**config.mk**
```make
export PLATFORM = sky130hd
export DESIGN_NAME = page_walker
export DESIGN_NICKNAME = d
export VERILOG_FILES = /design/src/rtl/page_walker.sv
export SDC_FILE = /design/constraint.sdc
export NUM_CORES = 1
export LEC_CHECK = 0
export ABC_AREA = 1
export BUFFER_PORTS_ARGS = -buffer_cell sky130_fd_sc_hd__buf_2
export CORE_ASPECT_RATIO = 1.5
export CORE_UTILIZATION = 40
export DETAILED_ROUTE_END_ITERATION = 10
export PLACE_DENSITY_LB_ADDON = 0.3
export SETUP_SLACK_MARGIN = 0.3
export SLEW_MARGIN = 5
export SYNTH_ARGS = -nofsm -noshare
export SYNTH_HDL_FRONTEND = slang
export SYNTH_SLANG_ARGS = --single-unit
```
**constraint.sdc**
```tcl
create_clock -name clk -period 1.4 [get_ports clk]
set_input_delay 0.28 -clock clk [delete_from_list [all_inputs] [get_ports clk]]
set_output_delay 0.28 -clock clk [all_outputs]
set_load 0.05 [all_outputs]
```
**src/rtl/page_walker.sv**
```systemverilog
module page_walker #(
  parameter int VA_W  = 32,
  parameter int PA_W  = 32,
  parameter int OFF_W = 12,
  parameter int IDX_W = 10,
  parameter int ENT_W = 32,
  parameter int VLD_BIT = 0
) (
  input  logic            clk,
  input  logic            rst_n,
  input  logic            req_valid,
  output logic            req_ready,
  input  logic [VA_W-1:0] req_vaddr,
  input  logic [PA_W-1:0] root_base,
  output logic            mem_req_valid,
  input  logic            mem_req_ready,
  output logic [PA_W-1:0] mem_req_addr,
  input  logic            mem_rsp_valid,
  input  logic [ENT_W-1:0] mem_rsp_data,
  output logic            res_valid,
  input  logic            res_ack,
  output logic [PA_W-1:0] res_paddr,
  output logic            res_fault,
  output logic            res_level
);
  localparam int FN_W = PA_W - OFF_W;
  localparam int SH   = OFF_W - IDX_W;

  typedef enum logic [2:0] {IDLE, OUT_RD, OUT_WT, IN_RD, IN_WT, DONE} st_t;

  st_t             state;
  logic [VA_W-1:0] va_q;
  logic [FN_W-1:0] base_q;
  logic            fault_q, lvl_q;

  logic [FN_W-1:0]  ent_frame;
  logic [IDX_W-1:0] idx_sel;
  logic             ent_ok;
  logic             unused_bits;

  assign ent_frame = mem_rsp_data[ENT_W-1 -: FN_W];
  assign ent_ok    = mem_rsp_data[VLD_BIT];
  assign idx_sel   = (state == IN_RD) ? va_q[OFF_W+IDX_W-1 -: IDX_W] : va_q[VA_W-1 -: IDX_W];
  assign unused_bits = ^{mem_rsp_data[ENT_W-FN_W-1:0], root_base[OFF_W-1:0]};

  assign req_ready     = (state == IDLE);
  assign mem_req_valid = (state == OUT_RD) || (state == IN_RD);
  assign mem_req_addr  = {base_q, idx_sel, {SH{1'b0}}};
  assign res_valid     = (state == DONE);
  assign res_fault     = res_valid && fault_q;
  assign res_level     = res_valid && lvl_q;
  assign res_paddr     = (res_valid && !fault_q) ? {base_q, va_q[OFF_W-1:0]} : '0;

  always_ff @(posedge clk) begin
    if (!rst_n) begin
      state   <= IDLE;
      va_q    <= '0;
      base_q  <= '0;
      fault_q <= 1'b0;
      lvl_q   <= 1'b0;
    end else begin
      case (state)
        IDLE: if (req_valid) begin
          va_q    <= req_vaddr;
          base_q  <= root_base[PA_W-1:OFF_W];
          fault_q <= 1'b0;
          lvl_q   <= 1'b0;
          state   <= OUT_RD;
        end
        OUT_RD: if (mem_req_ready) state <= OUT_WT;
        OUT_WT: if (mem_rsp_valid) begin
          if (ent_ok) begin
            base_q <= ent_frame;
            state  <= IN_RD;
          end else begin
            fault_q <= 1'b1;
            lvl_q   <= 1'b0;
            state   <= DONE;
          end
        end
        IN_RD: if (mem_req_ready) state <= IN_WT;
        IN_WT: if (mem_rsp_valid) begin
          base_q  <= ent_frame;
          fault_q <= !ent_ok;
          lvl_q   <= !ent_ok;
          state   <= DONE;
        end
        DONE: if (res_ack) state <= IDLE;
        default: state <= IDLE;
      endcase
    end
  end
endmodule

```
==> results.json <==
{
  "violations": "negative setup slack",
  "hold-path-cell-count": 3,
  "critPathSlowestCell": "dfxtp_4",
  "synth_area_sq_um": 3150,
  "path_buf_inv": 3,
  "irDropWorstVdd_mv": 1.47,
  "worstHoldEndpoint": "va_q[26]",
  "r2r-start": "state[2]",
  "grt-ovfl-total": 0,
  "start_kind": "register",
  "area_growth_pct": 105,
  "power_frac_clock_pct": 15.0,
  "power_density_nw_per_um2": 2370,
  "cts_buffer_depth": 2,
  "r2r_cells": 12,
  "rows": 39,
  "fin_skew_ps": 6.27,
  "crit_chain": "inv_4, nor3_4, nand2_4, buf_12, nor2_4, buf_8",
  "htreeDepth": 3,
  "timing.final.crit_share_pct": 131,
  "ys_types": 24,
  "path_clk_slew_ps": 50,
  "cts_tree": "done",
  "drt-wirelength-per-cell_um": 18.4,
  "ios": 171,
  "critPathMaxFanout": 12,
  "drv_slew": 0,
  "r2r_slack_ps": -360,
  "die_height_um": 111,
  "ys_warn_count": 0,
  "maxCapViolCount": 0,
  "min-delay-start": "req_vaddr[26]",
  "cpLargestDelayFamily": "simple AND/OR/NAND/NOR gates",
  "tightestPinTransition_ps": 567,
  "clk_latency_ps": 320,
  "r2r-end": "base_q[12]",
  "synth_area_per_cell_sq_um": 6.49,
  "cts_root_buffer": "clkbuf_16",
  "max_stage_delay_ps": 350,
  "routed_wl_um": 14200,
  "hp-class": "in2reg",
  "numCtsBuffers": 9,
  "criticalPathCategory": "reg2out",
  "viasPerCell": 5.26,
  "grt_pass1_wl_um": 16600,
  "netSwitchingFraction_pct": 46.7,
  "switchingPower_mw": 7.13,
  "core_sq_um": 7610,
  "p_seq_share_pct": 18.4,
  "diodes": 0,
  "die_area_sq_um": 8230,
  "antenna_found_initial": 0,
  "gp_congestion": 0.820,
  "pre_cts_ws_ps": -171,
  "p_comb_share_pct": 66.6,
  "nNetsFinal": 770,
  "drive_gt1_share_pct": 65.2,
  "io_buffers": 145,
  "setup_ws_ps": -429,
  "grt_setup_unrepaired": "true",
  "drtIter0Drc": 241,
  "synthCells": 485,
  "synth-seq-area-share_pct": 36.3,
  "maxSlewHeadroom_pct": 62.2,
  "die_w_um": 74.4,
  "initial_core_util_pct": 41.3,
  "power_leakage_nw": 2.87,
  "finalCriticalPeriod_ps": 1830,
  "status": "complete, but fails checks",
  "synth-seq-cells": 57,
  "cp_data_arrival_time_ps": 1550,
  "cts_sinks": 57,
  "finalHoldViolCount": 0,
  "setup_violations": 103,
  "first_pass_iters": 5,
  "grt_max_degree": 23,
  "route.detailed.drc": 0,
  "utilization_pct": 84.8,
  "intPower_mw": 8.14,
  "p_total_mw": 15.3,
  "ctsHoldBuffers": 0,
  "grt_pass1_vias": 3733,
  "fmax_ghz": 0.547,
  "end_kind": "output pin",
  "track_usage_pct": 26.0,
  "dp_hpwl_um": 6060,
  "detail-route-antenna-nets": 0,
  "required_ps": 1120,
  "vias": 4077
}
## cells in the final DEF, fill, tap and decap left out, types with 7 or more instances in the layout
cell type	n
buf_4	16
inv_2	7
buf_12	10
clkbuf_16	14
nand2_1	70
nor2_2	24
nand3_1	10
o21ai_4	10
buf_2	78
o21ai_2	7
nand2_2	53
inv_1	65
nand3_2	10
a21oi_2	8
buf_8	43
nor2_4	55
buf_6	43
nand2_4	15
a21oi_1	28
dfxtp_1	34
dfxtp_4	22
o21ai_1	16
## cell usage after synthesis (all sizes together)
library cell | count | area, sq um
dfxtp | 57 | 1140
nand4 | 3 | 18.8
or2 | 1 | 6.26
inv | 76 | 290
nand2 | 140 | 626
nand3 | 22 | 110
nor2 | 83 | 379
a21oi | 37 | 185
nor3 | 1 | 16.3
o21ai | 34 | 170
clkbuf | 7 | 26.3
buf | 23 | 173
conb | 1 | 3.75
## worst max path at each step
| stage | startpoint | endpoint | cells after the start |
|---|---|---|---|
| finish | state[0] | res_paddr[24] | 6 |
| global route | state[0] | res_paddr[24] | 6 |
| CTS | state[0] | res_paddr[11] | 6 |
| detailed placement | state[2] | res_paddr[10] | 6 |
| global placement | state[2] | res_paddr[11] | 6 |
| floorplan | state[2] | res_paddr[10] | 6 |
## through the flow
step	hold slack [ps]	cells	setup TNS [ps]	cell area, sq um
after floorplan	440	486	-21550	3620
after global placement	451	730	-8760	4490
after detailed placement	457	730	-9780	4490
after CTS	214	763	-21170	5860
after global routing	232	775	-31770	6450
final	223	775	-25850	6450
## registers in the layout (all words and copies together) (netlist names)
name and count:
base_q 20, fault_q 1, lvl_q 1, state 3, va_q 32
## routing by layer
layer / global-route usage [%] / routed length [um] / share of wire, % / vias to the layer above
met5: 0 / 0 / 0 / -
met2: 50.0 / 7700 / 54 / 245
met4: 11.2 / 915 / 6.4 / 0
met1: 25.2 / 4670 / 33 / 1906
met3: 5.20 / 952 / 6.7 / 86
li1: - / - / - / 1840
## power by group through the flow
stage	logic (mW)	registers, mW	clock network [mW]
finish	10.2	2.81	2.29
detailed placement	5.77	2.48	0
CTS	8.03	2.64	2.31
floorplan	4.07	3.14	0
global placement	5.68	2.46	0
global route	10.7	2.84	2.39
## logic make-up (layout without fill, tap and decap cells)
kind of cell           count (synthesis)  count (layout)  synth area share (%)
AOI/OAI and AO/OA                     71              71                  11.3
other                                  1               2                 0.119
buffers and inverters                106             293                  15.6
and+or+nand+nor                      250             250                  36.8
DFF                                   57              57                  36.3
## tightest hold or removal path, cell delays in order
cell and delay [ps]:
buf_2 100, nand3_2 70, a21oi_2 50
## repair_timing
| action | in CTS | in global routing |
|---|---|---|
| gates resized for setup | 265 | 117 |
| endpoints found under the setup margin | 124 | 124 |
| pin swaps | 12 | 21 |
| cloned | 6 | 7 |
| setup buffers | 11 | 5 |
| hold endpoints to repair | 0 | 0 |
## area by class of cell
class	count	area, sq um
multi-input cells	323	2360
clock buffers	10	229
clock inverters	6	82.6
fillers	371	1160
inverters	76	295
repair buffers	201	2140
flip-flops and latches	57	1220
well taps	102	128
(Power assumes the default switching activity.)
